<file path="config.mk">
export PLATFORM = sky130hd
export DESIGN_NAME = pacedCmdTx
export DESIGN_NICKNAME = d
export VERILOG_FILES = /design/src/rtl/pace_pkg.sv /design/src/rtl/paceDatapath.sv /design/src/rtl/paceControl.sv /design/src/rtl/pacedCmdTx.sv
export SDC_FILE = /design/constraint.sdc
export NUM_CORES = 1
export LEC_CHECK = 0
export BUFFER_PORTS_ARGS = -buffer_cell sky130_fd_sc_hd__buf_2
export CAP_MARGIN = 20
export CORE_MARGIN = 8
export CORE_UTILIZATION = 44
export CTS_CLUSTER_SIZE = 16
export DETAILED_ROUTE_END_ITERATION = 8
export PLACE_DENSITY = 0.67
export RECOVER_POWER = 50
export SYNTH_ARGS = -nofsm -noshare
export SYNTH_HDL_FRONTEND = slang
export SYNTH_SLANG_ARGS = --single-unit
</file>
<file path="constraint.sdc">
create_clock -name clk -period 2.3 [get_ports clk]
set_input_delay 0.115 -clock clk [delete_from_list [all_inputs] [get_ports clk]]
set_output_delay 0.115 -clock clk [all_outputs]
set_load 0.03 [all_outputs]
</file>
<file path="src/rtl/pace_pkg.sv">
`timescale 1ns/1ps
package pace_pkg;

  localparam int DATA_BITS = 8;
  localparam logic [7:0] CR_BYTE = 8'h0D;

  typedef enum logic [2:0] {
    ST_IDLE,
    ST_SEND,
    ST_ECHO,
    ST_GUARD,
    ST_RESP
  } paceState_t;

  typedef enum logic [1:0] {
    CK_NONE,
    CK_QUALITY,
    CK_RESYNC,
    CK_STAMP
  } cmdKind_t;

  // strobes from control to datapath
  typedef struct packed {
    logic latchCmd;
    logic loadChar;
    logic selCr;
    logic armEcho;
    logic armGuard;
    logic armResp;
  } paceStrobe_t;

  // status from datapath to control
  typedef struct packed {
    logic txIdle;
    logic echoSeen;
    logic echoGood;
    logic timerDone;
  } paceStatus_t;

  // only the low nibble of a letter selects the command
  function automatic cmdKind_t decodeKind(input logic [3:0] nib);
    cmdKind_t k;
    case (nib)
      4'h7:    k = CK_QUALITY;
      4'h8:    k = CK_RESYNC;
      4'hF:    k = CK_STAMP;
      default: k = CK_NONE;
    endcase
    return k;
  endfunction

endpackage

</file>
<file path="src/rtl/paceDatapath.sv">
`timescale 1ns/1ps
module paceDatapath
  import pace_pkg::*;
#(
  parameter int BIT_CYC   = 20,
  parameter int STOP_BITS = 2,
  parameter int GUARD_CYC = 60,
  parameter int ECHO_CYC  = 600,
  parameter int RESP_CYC  = 6000
) (
  input  logic        clk,
  input  logic        rstN,
  input  paceStrobe_t strb,
  input  logic [7:0]  cmdLetter,
  input  logic        rxLine,
  output logic        txLine,
  output paceStatus_t stat
);

  localparam int FRAME = 1 + DATA_BITS + STOP_BITS;
  localparam int BW    = $clog2(BIT_CYC + 1);
  localparam int FW    = $clog2(FRAME + 1);
  localparam int MAX_A = (ECHO_CYC > GUARD_CYC) ? ECHO_CYC : GUARD_CYC;
  localparam int MAX_T = (MAX_A > RESP_CYC) ? MAX_A : RESP_CYC;
  localparam int TW    = $clog2(MAX_T + 1);
  localparam logic [BW-1:0] FULL_LOAD = BW'(BIT_CYC - 1);
  localparam logic [BW-1:0] HALF_LOAD = BW'(BIT_CYC / 2 - 1);

  // ---------------- command letter and byte under way ----------------
  logic [7:0] letterReg;
  logic [7:0] sentByte;

  always_ff @(posedge clk or negedge rstN) begin
    if (!rstN) begin
      letterReg <= '0;
      sentByte  <= '0;
    end else begin
      if (strb.latchCmd) letterReg <= cmdLetter;
      if (strb.loadChar) sentByte  <= strb.selCr ? CR_BYTE : letterReg;
    end
  end

  // ---------------- transmitter ----------------
  logic             txActive;
  logic [FRAME-1:0] txShift;
  logic [FW-1:0]    txBitsLeft;
  logic [BW-1:0]    txBaud;

  always_ff @(posedge clk or negedge rstN) begin
    if (!rstN) begin
      txActive   <= 1'b0;
      txShift    <= '1;
      txBitsLeft <= '0;
      txBaud     <= '0;
    end else if (strb.loadChar) begin
      txActive   <= 1'b1;
      txShift    <= {{STOP_BITS{1'b1}}, (strb.selCr ? CR_BYTE : letterReg), 1'b0};
      txBitsLeft <= FW'(FRAME);
      txBaud     <= FULL_LOAD;
    end else if (txActive) begin
      if (txBaud != '0) begin
        txBaud <= txBaud - 1'b1;
      end else begin
        txBaud     <= FULL_LOAD;
        txShift    <= {1'b1, txShift[FRAME-1:1]};
        txBitsLeft <= txBitsLeft - 1'b1;
        if (txBitsLeft == FW'(1)) txActive <= 1'b0;
      end
    end
  end

  assign txLine      = txActive ? txShift[0] : 1'b1;
  assign stat.txIdle = !txActive;

  // ---------------- echo receiver ----------------
  logic       rxMeta, rxSync;
  logic       rxBusy;
  logic [BW-1:0] rxBaud;
  logic [3:0] rxIdx;
  logic [7:0] rxShift;
  logic       rxDone;
  logic       rxStopOk;
  logic [7:0] rxByte;

  always_ff @(posedge clk or negedge rstN) begin
    if (!rstN) begin
      rxMeta   <= 1'b1;
      rxSync   <= 1'b1;
      rxBusy   <= 1'b0;
      rxBaud   <= '0;
      rxIdx    <= '0;
      rxShift  <= '0;
      rxDone   <= 1'b0;
      rxStopOk <= 1'b0;
      rxByte   <= '0;
    end else begin
      rxMeta <= rxLine;
      rxSync <= rxMeta;
      rxDone <= 1'b0;
      if (!rxBusy) begin
        if (!rxSync) begin
          rxBusy <= 1'b1;
          rxBaud <= HALF_LOAD;
          rxIdx  <= '0;
        end
      end else if (rxBaud != '0) begin
        rxBaud <= rxBaud - 1'b1;
      end else begin
        rxBaud <= FULL_LOAD;
        rxIdx  <= rxIdx + 1'b1;
        if (rxIdx == 4'd0) begin
          if (rxSync) rxBusy <= 1'b0;   // glitch, not a start bit
        end else if (rxIdx <= 4'(DATA_BITS)) begin
          rxShift <= {rxSync, rxShift[7:1]};
        end else begin
          rxBusy   <= 1'b0;
          rxDone   <= 1'b1;
          rxStopOk <= rxSync;
          rxByte   <= rxShift;
        end
      end
    end
  end

  assign stat.echoSeen = rxDone;
  assign stat.echoGood = rxDone && rxStopOk && (rxByte == sentByte);

  // ---------------- shared countdown timer ----------------
  logic [TW-1:0] timerCnt;

  always_ff @(posedge clk or negedge rstN) begin
    if (!rstN) begin
      timerCnt <= '0;
    end else if (strb.armEcho) begin
      timerCnt <= TW'(ECHO_CYC - 1);
    end else if (strb.armGuard) begin
      timerCnt <= TW'(GUARD_CYC - 1);
    end else if (strb.armResp) begin
      timerCnt <= TW'(RESP_CYC - 1);
    end else if (timerCnt != '0) begin
      timerCnt <= timerCnt - 1'b1;
    end
  end

  assign stat.timerDone = (timerCnt == '0);

  // ---------------- assertions ----------------
  // a new character never cuts into a frame still on the line
  p_load_when_idle_r4: assert property (@(posedge clk) disable iff (!rstN)
    strb.loadChar |-> !txActive);

  // the last STOP_BITS bit times of a frame are mark
  p_stop_mark_r2: assert property (@(posedge clk) disable iff (!rstN)
    (txActive && txBitsLeft <= FW'(STOP_BITS)) |-> txLine);

  // a new frame begins with a start bit
  p_start_space_r2: assert property (@(posedge clk) disable iff (!rstN)
    strb.loadChar |=> !txLine);

  // an expired timer stays expired until re-armed
  p_timer_rest_r10: assert property (@(posedge clk) disable iff (!rstN)
    (timerCnt == '0 && !strb.armEcho && !strb.armGuard && !strb.armResp) |=> (timerCnt == '0));

endmodule

</file>
<file path="src/rtl/paceControl.sv">
`timescale 1ns/1ps
module paceControl
  import pace_pkg::*;
(
  input  logic        clk,
  input  logic        rstN,
  input  logic        cmdValid,
  input  logic [7:0]  cmdLetter,
  input  paceStatus_t stat,
  output paceStrobe_t strb,
  output logic        busy,
  output logic        respWindow,
  output logic        donePulse,
  output logic        errPulse
);

  paceState_t state, stateNext;
  cmdKind_t   kind, kindNext, reqKind;
  logic       onCr, onCrNext;
  logic       doneNext, errNext;

  assign reqKind = decodeKind(cmdLetter[3:0]);

  always_comb begin
    stateNext = state;
    kindNext  = kind;
    onCrNext  = onCr;
    doneNext  = 1'b0;
    errNext   = 1'b0;
    strb      = '0;
    case (state)
      ST_IDLE: begin
        if (cmdValid && reqKind != CK_NONE) begin
          strb.latchCmd = 1'b1;
          kindNext      = reqKind;
          onCrNext      = 1'b0;
          stateNext     = ST_SEND;
        end
      end
      ST_SEND: begin
        if (stat.txIdle) begin
          strb.loadChar = 1'b1;
          strb.selCr    = onCr;
          strb.armEcho  = 1'b1;
          stateNext     = ST_ECHO;
        end
      end
      ST_ECHO: begin
        if (stat.echoSeen) begin
          if (!stat.echoGood) begin
            errNext   = 1'b1;
            stateNext = ST_IDLE;
          end else if (onCr && kind != CK_RESYNC) begin
            strb.armResp = 1'b1;
            stateNext    = ST_RESP;
          end else begin
            strb.armGuard = 1'b1;
            stateNext     = ST_GUARD;
          end
        end else if (stat.timerDone) begin
          errNext   = 1'b1;
          stateNext = ST_IDLE;
        end
      end
      ST_GUARD: begin
        if (stat.timerDone) begin
          if (onCr) begin
            doneNext  = 1'b1;
            stateNext = ST_IDLE;
          end else begin
            onCrNext  = 1'b1;
            stateNext = ST_SEND;
          end
        end
      end
      ST_RESP: begin
        if (stat.timerDone) begin
          doneNext  = 1'b1;
          stateNext = ST_IDLE;
        end
      end
      default: stateNext = ST_IDLE;
    endcase
  end

  always_ff @(posedge clk or negedge rstN) begin
    if (!rstN) begin
      state     <= ST_IDLE;
      kind      <= CK_NONE;
      onCr      <= 1'b0;
      donePulse <= 1'b0;
      errPulse  <= 1'b0;
    end else begin
      state     <= stateNext;
      kind      <= kindNext;
      onCr      <= onCrNext;
      donePulse <= doneNext;
      errPulse  <= errNext;
    end
  end

  assign busy       = (state != ST_IDLE);
  assign respWindow = (state == ST_RESP);

  // ---------------- assertions ----------------
  p_one_outcome_r11: assert property (@(posedge clk) disable iff (!rstN)
    !(donePulse && errPulse));

  p_busy_fall_r11: assert property (@(posedge clk) disable iff (!rstN)
    $fell(busy) |-> (donePulse || errPulse));

  p_window_in_busy_r5: assert property (@(posedge clk) disable iff (!rstN)
    respWindow |-> busy);

  p_ignore_busy_r8: assert property (@(posedge clk) disable iff (!rstN)
    (busy && cmdValid) |=> $stable(kind));

  p_no_window_resync_r6: assert property (@(posedge clk) disable iff (!rstN)
    (kind == CK_RESYNC) |-> !respWindow);

endmodule

</file>
<file path="src/rtl/pacedCmdTx.sv">
`timescale 1ns/1ps
module pacedCmdTx
  import pace_pkg::*;
#(
  parameter int CLK_HZ          = 125_000_000,
  parameter int BAUD            = 300,
  parameter int STOP_BITS       = 2,
  parameter int GUARD_MS        = 10,
  parameter int ECHO_TIMEOUT_MS = 100,
  parameter int RESP_MS         = 1000
) (
  input  logic       clk,
  input  logic       rstN,
  input  logic       cmdValid,
  input  logic [7:0] cmdLetter,
  input  logic       rxLine,
  output logic       txLine,
  output logic       busy,
  output logic       respWindow,
  output logic       donePulse,
  output logic       errPulse
);

  localparam longint CLK_L     = longint'(CLK_HZ);
  localparam int     BIT_CYC   = CLK_HZ / BAUD;
  localparam int     GUARD_CYC = int'((CLK_L * GUARD_MS) / 1000);
  localparam int     ECHO_CYC  = int'((CLK_L * ECHO_TIMEOUT_MS) / 1000);
  localparam int     RESP_CYC  = int'((CLK_L * RESP_MS) / 1000);

  paceStrobe_t strb;
  paceStatus_t stat;

  paceControl i_ctrl (
    .clk        (clk),
    .rstN       (rstN),
    .cmdValid   (cmdValid),
    .cmdLetter  (cmdLetter),
    .stat       (stat),
    .strb       (strb),
    .busy       (busy),
    .respWindow (respWindow),
    .donePulse  (donePulse),
    .errPulse   (errPulse)
  );

  paceDatapath #(
    .BIT_CYC   (BIT_CYC),
    .STOP_BITS (STOP_BITS),
    .GUARD_CYC (GUARD_CYC),
    .ECHO_CYC  (ECHO_CYC),
    .RESP_CYC  (RESP_CYC)
  ) i_dp (
    .clk       (clk),
    .rstN      (rstN),
    .strb      (strb),
    .cmdLetter (cmdLetter),
    .rxLine    (rxLine),
    .txLine    (txLine),
    .stat      (stat)
  );

endmodule

</file>
==> impl_results.md, run 1 <==
* Status: complete, no violations
* Post-Layout Cell Count at 903
* Fillers at 1254
* Vias in the first global route at 5006
* Max-cap violations at 0
* Worst Hold End: i_dp.letterReg[3]$_DFFE_PN0P_
* CP Class: reg -> reg
* Die H at 137.4 um
* Sequential cell area fraction in the yosys report at 49.64%
* Flop2flop setup slack at 0.07 ns
* Mapped Nets at 672
* Detailed Route WL at 13850 um
* Htree depth at 4
* Final WS setup at 0.06730 ns
* Tot GR Track Use at about 16%
* Hold_sp: cmdLetter[3]
* DR vias at 5130
* Type of the tightest min-delay check: in -> reg
* Final Setup Violations at 0
* Hold depth at 3
* Synth warn at 0
* Ant. Diodes at 0
* Boundary Pins at 17
* Final hold vios at 0
* Tot Pwr at ~5.2 mW
* CP startpoint: i_dp.timerCnt[17]$_DFFE_PN0P_
* Synth area leader: dfrtp_1
* Routability cong. at around 0.88
* # DRC at 0
* Wire per inst at between 15 and 20 um
* RSZ-0062 raised after global routing: false
* DP Wirelength at 9706 um
* Port Buffers at 16
* Arrival @ worst endpoint at 2.57 ns
* CTS tree: built
* Initial antenna violation count at 0
* Setup Skew at ~0.0084 ns
* Util after Layout at approximately 53%
* Setup TNS at 0 ns
* Area contributors post-synth: dfrtp_1 45%, mux2_2 4.5%, dfstp_2 4.5%
* Clock sinks at 128
* Rel. slew slack at 24.49%
* CTS root buf: clkbuf_16
* Row count at 44
* Fin area at slightly below 8000 um2
* Final min period at roughly 2.2 ns
* Async set-reset flop share out of synthesis at 100.0%
* PD cells at about 670 nW/um2
* Main synth FF type: dfrtp_1
* Top-area cell type share of the netlist area at 45.18%
* Cell variety after synth at 65
* First-pass GRT wire length at 23890 um
* Largest fanout on the critical path at 5
* IR drop worst, VDD at 0.4211 mV
* Layout cells sized above 1 at around a fifth
* R2r worst-path depth at 5
* Area occupied by multi-input gates at slightly above 3000 um2
* Cell Area, Placed at 6964 um2
* Final ANT Viol Nets at 0
* Gate Count Post-Synth at 650
* WHS at 0.03412 ns
* Max Buffers Root-to-Sink at 2
* Initial drt markers at roughly 340
* Flip-flop and latch area at approximately 3200 um2
* Avg Synthesized Cell Area at 9.969 um2
* Max Fclk at 447.9 MHz
* Worst-Margin Slew at ~1.1 ns
* Clk slew on worst S/H paths at 0.06 ns
* DRT Pass-1 Iters at 5
* Yosys reg bits at 128
* Initial Utilization at 44.75%
* DP Cell Count at 859
* Vias per cell at about 5.7
* Clk Latency, worst-skew pair at ~0.4 ns
* Nets at 728
* Num CTS Buffers at 17
* Area Overhead vs Synth at 18.77%
* Gr ovfl total at 0
* Mapped cell area at 6480 um2
* Final Max Tran Viols at 0
* Critical R2R Capture: i_dp.timerCnt[24]$_DFFE_PN0P_
* Largest net degree at the start of global routing at 47
* Worst r2r src: i_dp.timerCnt[17]$_DFFE_PN0P_
* Die ar. at between 15000 and 20000 um2
* EDFF count, synth at 0
* Die Width at 137.4 um
* CP Launch Type: flop
* Post-place setup slack at 0.05557 ns
* Core area at approximately 14000 um2
* Leak at ~3.2 nW
* Critical Path RT at between 2 and 3 ns
* Setup crit end kind: flop
* Crit share post-route at 97.07%
-- area by class of cell --
| cell class | count | share of cell area, % |
|---|---|---|
| multi-input combinational | 480 | 40.27 |
| sequential | 128 | 41.80 |
| timing repair buffer | 59 | 5.706 |
| clock buffer | 23 | 6.601 |
| inverter | 20 | 0.9755 |
| clock inverter | 9 | 1.658 |
| tap | 184 | 2.991 |
-- worst max-delay path by stage --
stage / endpoint / depth (start not counted) / slack (ns)
finish: i_dp.timerCnt[24]$_DFFE_PN0P_ / 5 / 0.07
global route: i_dp.timerCnt[24]$_DFFE_PN0P_ / 5 / 0.02
CTS: i_dp.timerCnt[24]$_DFFE_PN0P_ / 5 / 0.05
detailed placement: i_dp.timerCnt[24]$_DFFE_PN0P_ / 5 / 0.06
global placement: i_dp.timerCnt[24]$_DFFE_PN0P_ / 5 / 0.09
floorplan: i_dp.timerCnt[24]$_DFFE_PN0P_ / 5 / 0.16
-- power by group --
part           internal [mW]  switching, mW
clock network           1.87          0.948
logic                 0.0249         0.0552
registers               2.26        0.00254
-- synth_stat cells, types with 2 or more instances --
master       n
a21o_1       5
nor2b_1      6
xor2_1      18
a31oi_1      7
clkbuf_1    18
or3_1        7
a22o_1       3
or4_1        3
or4_4        3
o211ai_1     6
nor4_2       4
nor2_1      44
nand3_1     22
nand3b_1     7
nor4b_1      2
o41ai_1      2
o21ai_0     41
a21oi_1     38
o22ai_1      4
or3_2        2
and2_1       4
nand2b_1     7
dfstp_2     11
buf_4        2
mux2_2      26
and3_1       9
nand4_1      6
nor3_1      26
or2_2        4
inv_1       19
nor4_1      17
o2111ai_1    2
nand2_1     69
mux2i_1     10
dfrtp_1    117
nand4b_1     2
o31ai_1      9
nor3b_1      5
xnor2_1     28
ha_1        10
-- registers in the layout, summed over array words and instances, names as in the netlist, 2 cells and up --
| signal | cells |
|---|---|
| i_dp.timerCnt | 27 |
| i_dp.rxBaud | 19 |
| i_dp.txBaud | 19 |
| i_dp.txShift | 9 |
| i_dp.letterReg | 8 |
| i_dp.rxByte | 8 |
| i_dp.rxShift | 8 |
| i_dp.sentByte | 8 |
| i_dp.rxIdx | 4 |
| i_dp.txBitsLeft | 4 |
| i_ctrl.state | 3 |
| i_ctrl.kind | 2 |
-- placed cells by master (no fill, tap or decap), types with 7 or more instances in the layout --
cell type      Yosys  routed
a31oi_1            7       7
xnor2_1           28      28
ha_1              10      10
nand3b_1           7       7
o21ai_0           41      41
buf_2              1      14
xor2_1            18      17
and3_1             9       9
dlygate4sd3_1      0      10
clkbuf_16          0      17
nand2b_1           7       7
nand2_1           69      69
mux2i_1           10      10
a21oi_1           38      38
nor3_1            26      26
dfstp_2           11      11
nor2_1            44      43
mux2_2            26      26
dfrtp_1          117     117
nand3_1           22      22
o31ai_1            9       9
inv_1             19      19
nor4_1            17      17
buf_4              2      30
or3_1              7       7
-- timing repair --
action,4_1_cts,5_1_grt
endpoints found under the hold margin,53,0
hold buffers,10,0
gates resized for setup,0,2
endpoints found under the setup margin,0,9
setup buffers,0,2
-- worst max-delay path: stages, from the launching register on --
cell     delay (ns)
dfrtp_1        0.40
or3_2          0.49
or4_4          0.46
or4b_4         0.52
xor2_2         0.17
a21oi_2        0.12
-- metal layers --
metal	global-route usage (%)	wire length (um)	vias up
met5	0	0	-
met4	6.095	263	0
met3	4.085	512	24
met2	25.67	6697	100
met1	19.97	6380	2561
li1	-	-	2445
-- cell families after synthesis --
family,Yosys count,synth area share (%)
and+or+nand+nor,261,21.66
buffers and inverters,42,2.684
adders and majority gates,10,1.931
DFF,128,49.64
muxes,37,6.295
xor gates and xnor gates,46,6.217
AOI/OAI and AO/OA,126,11.57
Note: power is estimated with default switching activity, not from simulation.
==> run 2: changes to the inputs <==
--- a/config.mk
+++ b/config.mk
@@ -7,6 +7,7 @@
 export LEC_CHECK = 0
 export BUFFER_PORTS_ARGS = -buffer_cell sky130_fd_sc_hd__buf_2
 export CAP_MARGIN = 20
+export CORE_ASPECT_RATIO = 0.5
 export CORE_MARGIN = 8
 export CORE_UTILIZATION = 44
 export CTS_CLUSTER_SIZE = 16
==> constraint.sdc (replaced) <==
create_clock -name clk -period 2.05 [get_ports clk]
set_input_delay 0.1025 -clock clk [delete_from_list [all_inputs] [get_ports clk]]
set_output_delay 0.1025 -clock clk [all_outputs]
set_load 0.03 [all_outputs]
==> impl_results.md, run 2 (synthesis results as in run 1) <==
* Clk slew on worst S/H paths at 0.06 ns (about the same)
* Critical Path RT at 2.39 ns (was 2.64 ns)
* Arrival @ worst endpoint at 2.49 ns (was 2.57 ns)
* Max-cap violations at 0 (unchanged)
* Leak at 3.409 nW (was 3.182 nW)
* Fin area at 8198 um2 (was 7696 um2)
* Routability cong. at 0.8631 (was 0.8802)
* Boundary Pins at 17 (unchanged)
* Clk Latency, worst-skew pair at 0.41 ns (about the same)
* Setup Skew at 0.01217 ns (was 0.008376 ns)
* Largest registers: i_dp.timerCnt (27), i_dp.rxBaud (19), i_dp.txBaud (19) (unchanged)
* Crit share post-route at 104.8% (was 97.07%)
* Final Max Tran Viols at 0 (unchanged)
* First-pass GRT wire length at 25730 um (was 23890 um)
* Clock sinks at 128 (unchanged)
* Final hold vios at 0 (unchanged)
* CP Class: reg -> reg (unchanged)
* Final min period at 2.149 ns (was 2.233 ns)
* DP Wirelength at 10020 um (was 9706 um)
* DR vias at 5257 (was 5130)
* Max Buffers Root-to-Sink at 2 (unchanged)
* Vias in the first global route at 5362 (was 5006)
* Row count at 31 (was 44)
* Wire per inst at 15.37 um (was 15.34 um)
* Gr ovfl total at 0 (unchanged)
* Commonest non-fill, non-tap cells in the layout: 117 x dfrtp_1, 79 x buf_4, 69 x nand2_1 (was 117 x dfrtp_1, 69 x nand2_1, 43 x nor2_1)
* Number of flip-flops in the largest register at 27 (unchanged)
* Vias per cell at 5.431 (was 5.681)
* Htree depth at 4 (unchanged)
* # DRC at 0 (unchanged)
* Largest fanout on the critical path at 7 (was 5)
* Port Buffers at 16 (unchanged)
* Rel. slew slack at 41.65% (was 24.49%)
* Final ANT Viol Nets at 0 (unchanged)
* Initial drt markers at 394 (was 343)
* Commonest non-fill, non-tap cell in the layout: dfrtp_1 (unchanged)
* Setup crit end kind: flop (unchanged)
* Die Width at 187.6 um (was 137.4 um)
* Die ar. at 19100 um2 (was 18870 um2)
* DRT Pass-1 Iters at 4 (was 5)
* CP Launch Type: flop (unchanged)
* CTS tree: built (unchanged)
* Initial Utilization at 44.91% (was 44.75%)
* Final Setup Violations at 16 (was 0)
* Num CTS Buffers at 17 (unchanged)
* Worst-Margin Slew at 0.8752 ns (was 1.133 ns)
* Failing checks: negative setup slack
* Die H at 101.8 um (was 137.4 um)
* Cell Area, Placed at 7351 um2 (was 6964 um2)
* CTS root buf: clkbuf_16 (unchanged)
* Max Fclk at 465.2 MHz (was 447.9 MHz)
* Tot GR Track Use at 16.42% (was 15.86%)
* RSZ-0062 raised after global routing: true (was false)
* PD cells at 701.5 nW/um2 (was 671.1 nW/um2)
* Initial antenna violation count at 0 (unchanged)
* Most flops, register: i_dp.timerCnt (unchanged)
* IR drop worst, VDD at 0.4974 mV (was 0.4211 mV)
* Fillers at 1238 (was 1254)
* Type of the tightest min-delay check: in -> reg (unchanged)
* Detailed Route WL at 14880 um (was 13850 um)
* Largest net degree at the start of global routing at 45 (was 47)
* Ant. Diodes at 0 (unchanged)
* Layout cells sized above 1 at 27.79% (was 19.75%)
* Nets at 779 (was 728)
* Final WS setup at -0.09942 ns (was 0.06730 ns)
* Core area at 14430 um2 (was 14480 um2)
* Post-place setup slack at -0.09395 ns (was 0.05557 ns)
* Status: finished with violations (was complete, no violations)
* Area Overhead vs Synth at 26.51% (was 18.77%)
-- run 2: path summary, 6_finish.rpt --
path | from | to | slack, ns | depth (start not counted)
worst max-delay path | i_dp.sentByte[6]$_DFFE_PN0P_ | i_dp.timerCnt[14]$_DFFE_PN0P_ | -0.1 | 5
worst min-delay path | cmdLetter[3] | i_ctrl.kind[1]$_DFFE_PN0P_ | 0.02 | 3
worst max register to register | i_dp.sentByte[6]$_DFFE_PN0P_ | i_dp.timerCnt[14]$_DFFE_PN0P_ | -0.1 | 5
worst min register to register | i_dp.rxMeta$_DFF_PN1_ | i_dp.rxSync$_DFF_PN1_ | 0.36 | 0
max in group asynchronous | rstN | i_dp.txBaud[5]$_DFFE_PN0P_ | 0.50 | 3
min in group asynchronous | rstN | i_dp.rxBaud[15]$_DFFE_PN0P_ | 0.35 | 2
-- run 2: layout make-up --
class / count / area [um2] / share of cell area, %
multi-input cells: 480 / 3232 / 39.42
inverters: 20 / 75.07 / 0.9158
clock buffers: 23 / 478.0 / 5.830
well taps: 198 / 247.7 / 3.022
flip-flops and latches: 128 / 3217 / 39.24
clock inverters: 9 / 133.9 / 1.633
repair buffers: 110 / 814.5 / 9.936
-- run 2: stage by stage --
step	util (%)	instances	hold WS, ns	power, mW	TNS [ns]
after floorplan	-	650	-0.1931	2.591	-0.08672
after global placement	50.95	920	0.09566	2.670	-0.5218
after detailed placement	50.95	920	0.09900	2.672	-1.037
after CTS	56.23	965	0.002014	5.824	-0.4089
after global routing	56.82	968	0.03465	5.954	-2.109
final	56.82	968	0.01783	5.751	-0.7822
-- run 2: what timing repair did --
action                                  4_1_cts  5_1_grt
hold buffers                                 10        0
setup buffers                                 3        3
hold endpoints to repair                     43        0
endpoints found under the setup margin       40       56
pin swaps                                     2        8
resized for setup                             6       23
-- run 2: where the power goes --
group          internal [mW]  switching (mW)
clock network           2.01            1.11
logic                 0.0284          0.0631
registers               2.54         0.00271
-- run 2: metal layers --
| metal | vias to the layer above | wire (um) | global-route usage (%) |
|---|---|---|---|
| met4 | 0 | 178 | 6.919 |
| li1 | 2552 | - | - |
| met2 | 81 | 7011 | 27.23 |
| met5 | - | 0 | 0 |
| met3 | 15 | 426 | 3.440 |
| met1 | 2609 | 7265 | 20.90 |
-- run 2: critical path: stages, from the launching register on --
cell and delay, ns:
dfrtp_1 0.38, xor2_1 0.17, or4_4 0.54, or4_4 0.46, mux2_4 0.39, a21oi_2 0.13
==> run 3: changes to the inputs <==
--- a/config.mk
+++ b/config.mk
@@ -14,6 +14,7 @@
 export DETAILED_ROUTE_END_ITERATION = 8
 export PLACE_DENSITY = 0.67
 export RECOVER_POWER = 50
+export SKIP_LAST_GASP = 1
 export SYNTH_ARGS = -nofsm -noshare
 export SYNTH_HDL_FRONTEND = slang
 export SYNTH_SLANG_ARGS = --single-unit
==> impl_results.md, run 3 (synthesis results as in run 1) <==
* Area Overhead vs Synth at 26.24% (was 26.51%)
* Setup Skew at 0.01241 ns (was 0.01217 ns)
* Setup TNS at -0.7601 ns (was -0.7822 ns)
* Nets at 779 (unchanged)
* Leak at 3.401 nW (was 3.409 nW)
* Worst path bufs/invs at 0 (unchanged)
* Number of flip-flops in the largest register at 27 (unchanged)
* Max incr delay on CP at 0.54 ns (about the same)
* Failing checks: negative setup slack (unchanged)
* Max Fclk at 464.1 MHz (was 465.2 MHz)
* # DRC at 0 (unchanged)
* Initial drt markers at 375 (was 394)
* DRT Pass-1 Iters at 5 (was 4)
* Critical Path RT at 2.39 ns (about the same)
* R2r worst-path depth at 5 (unchanged)
* Htree depth at 4 (unchanged)
* IR drop worst, VDD at 0.4916 mV (was 0.4974 mV)
* Final WS setup at -0.1048 ns (was -0.09942 ns)
* Wire per inst at 15.31 um (was 15.37 um)
* Setup crit end kind: flop (unchanged)
* Vias per cell at 5.463 (was 5.431)
* CTS tree: built (unchanged)
* Critical Path Stages at 5 (unchanged)
* Initial antenna violation count at 0 (unchanged)
* Post-Layout Cell Count at 968 (unchanged)
* Most flops, register: i_dp.timerCnt (unchanged)
* Die Width at 187.6 um (unchanged)
* Crit path max-delay family: simple AND/OR/NAND/NOR gates (unchanged)
* Most Crowded Layer GR: met2 (unchanged)
* Final ANT Viol Nets at 0 (unchanged)
* RSZ-0062 raised after global routing: true (unchanged)
* Die ar. at 19100 um2 (unchanged)
* DP Cell Count at 920 (unchanged)
* Boundary Pins at 17 (unchanged)
* First-pass GRT wire length at 25730 um (unchanged)
* CP Class: reg -> reg (unchanged)
* WHS at 0.01782 ns (was 0.01783 ns)
* CTS root buf: clkbuf_16 (unchanged)
* Layout cells sized above 1 at 27.66% (was 27.79%)
* Largest registers: i_dp.timerCnt (27), i_dp.rxBaud (19), i_dp.txBaud (19) (unchanged)
* Row count at 31 (unchanged)
* Gr ovfl total at 0 (unchanged)
* Largest fanout on the critical path at 7 (unchanged)
* Commonest non-fill, non-tap cell in the layout: dfrtp_1 (unchanged)
* Num CTS Buffers at 17 (unchanged)
* Detailed Route WL at 14820 um (was 14880 um)
* Grt met1 use at 20.90% (unchanged)
* Arrival @ worst endpoint at 2.49 ns (about the same)
* Final min period at 2.155 ns (was 2.149 ns)
* Max-cap violations at 0 (unchanged)
* Clk slew on worst S/H paths at 0.06 ns (about the same)
* PD cells at 702.1 nW/um2 (was 701.5 nW/um2)
* DR vias at 5288 (was 5257)
* Largest net degree at the start of global routing at 45 (unchanged)
* Commonest non-fill, non-tap cells in the layout: 117 x dfrtp_1, 79 x buf_4, 69 x nand2_1 (unchanged)
* CP max-delay cell: or4_4 (unchanged)
* Final Setup Violations at 15 (was 16)
* Final hold vios at 0 (unchanged)
* Worst-Margin Slew at 0.8869 ns (was 0.8752 ns)
* Status: finished with violations (unchanged)
* Final Max Tran Viols at 0 (unchanged)
* Crit share post-route at 105.1% (was 104.8%)
* CP Launch Type: flop (unchanged)
* Critical path's most frequent cell: or4_4 (unchanged)
* Rel. slew slack at 40.88% (was 41.65%)
* GR met2 Demand/Resource at 27.23% (unchanged)
* Tot GR Track Use at 16.42% (unchanged)
* Clock sinks at 128 (unchanged)
* Hold depth at 3 (unchanged)
* Max Buffers Root-to-Sink at 2 (unchanged)
* Routability cong. at 0.8631 (unchanged)
* Die H at 101.8 um (unchanged)
* Tot Pwr at 5.743 mW (was 5.751 mW)
* Initial Utilization at 44.91% (unchanged)
* Clk Latency, worst-skew pair at 0.41 ns (about the same)
* Core area at 14430 um2 (unchanged)
* Cell Chain, Critical Path: xor2_1 > or4_4 > or4_4 > mux2_4 > a21oi_2 (unchanged)
* Type of the tightest min-delay check: in -> reg (unchanged)
* Global-route track usage on met3 at 3.440% (unchanged)
* Ant. Diodes at 0 (unchanged)
* DP Wirelength at 10020 um (unchanged)
* Vias in the first global route at 5362 (unchanged)
* Port Buffers at 16 (unchanged)
-- run 3: cell counts in the layout (fill, tap and decap cells not counted) --
Identical to the previous run, type by type.
-- run 3: layout make-up --
type | instances | area (um2)
clock buffer | 23 | 478.0
clock inverter | 9 | 133.9
fill | 1241 | 6248
inverter | 20 | 75.07
multi-input combinational | 480 | 3214
sequential | 128 | 3217
tap | 198 | 247.7
timing repair buffer | 110 | 814.5
-- run 3: layer usage --
| metal | vias up | part of all wire, % | wire [um] |
|---|---|---|---|
| met5 | - | 0 | 0 |
| li1 | 2552 | - | - |
| met4 | 0 | 1.2 | 175 |
| met3 | 15 | 3.7 | 554 |
| met1 | 2615 | 48 | 7148 |
| met2 | 106 | 47 | 6939 |
-- run 3: path summary, 6_finish.rpt --
kind | startpoint | to | slack [ns]
hold reg to reg | i_dp.rxMeta$_DFF_PN1_ | i_dp.rxSync$_DFF_PN1_ | 0.36
max in group asynchronous | rstN | i_dp.txBaud[5]$_DFFE_PN0P_ | 0.49
setup / recovery | i_dp.sentByte[6]$_DFFE_PN0P_ | i_dp.timerCnt[14]$_DFFE_PN0P_ | -0.10
hold / removal | cmdLetter[3] | i_ctrl.kind[1]$_DFFE_PN0P_ | 0.02
min in group asynchronous | rstN | i_dp.rxBaud[15]$_DFFE_PN0P_ | 0.35
setup reg to reg | i_dp.sentByte[6]$_DFFE_PN0P_ | i_dp.timerCnt[14]$_DFFE_PN0P_ | -0.10
-- run 3: tightest hold or removal path: stages --
cell and delay, ns:
buf_2 0.10, o2111ai_1 0.12, nand2_1 0.06
-- run 3: per-stage QoR --
| stage | setup WS (ns) | utilization [%] | instance area (um2) |
|---|---|---|---|
| 2_1_floorplan | -0.05418 | - | 6509 |
| 3_3_place_gp | -0.07741 | 50.95 | 7351 |
| 3_5_place_dp | -0.09395 | 50.95 | 7351 |
| 4_1_cts | -0.06955 | 56.23 | 8113 |
| 5_1_grt | -0.1674 | 56.69 | 8180 |
| 6_report | -0.1048 | 56.69 | 8180 |
-- run 3: repair_timing --
action | CTS | global route
pin swaps | 2 | 8
buffers inserted | 3 | 3
hold buffers | 10 | 0
hold endpoints to repair | 43 | 0
resized for setup | 6 | 21
setup endpoints to repair | 40 | 56
-- run 3: report_power, final --
part | internal, mW | switching, mW | total, mW | leakage (nW)
sequential | 2.54 | 0.00271 | 2.54 | 1.51
clock | 2.01 | 1.10 | 3.11 | 0.286
combinational | 0.0284 | 0.0632 | 0.0916 | 1.61
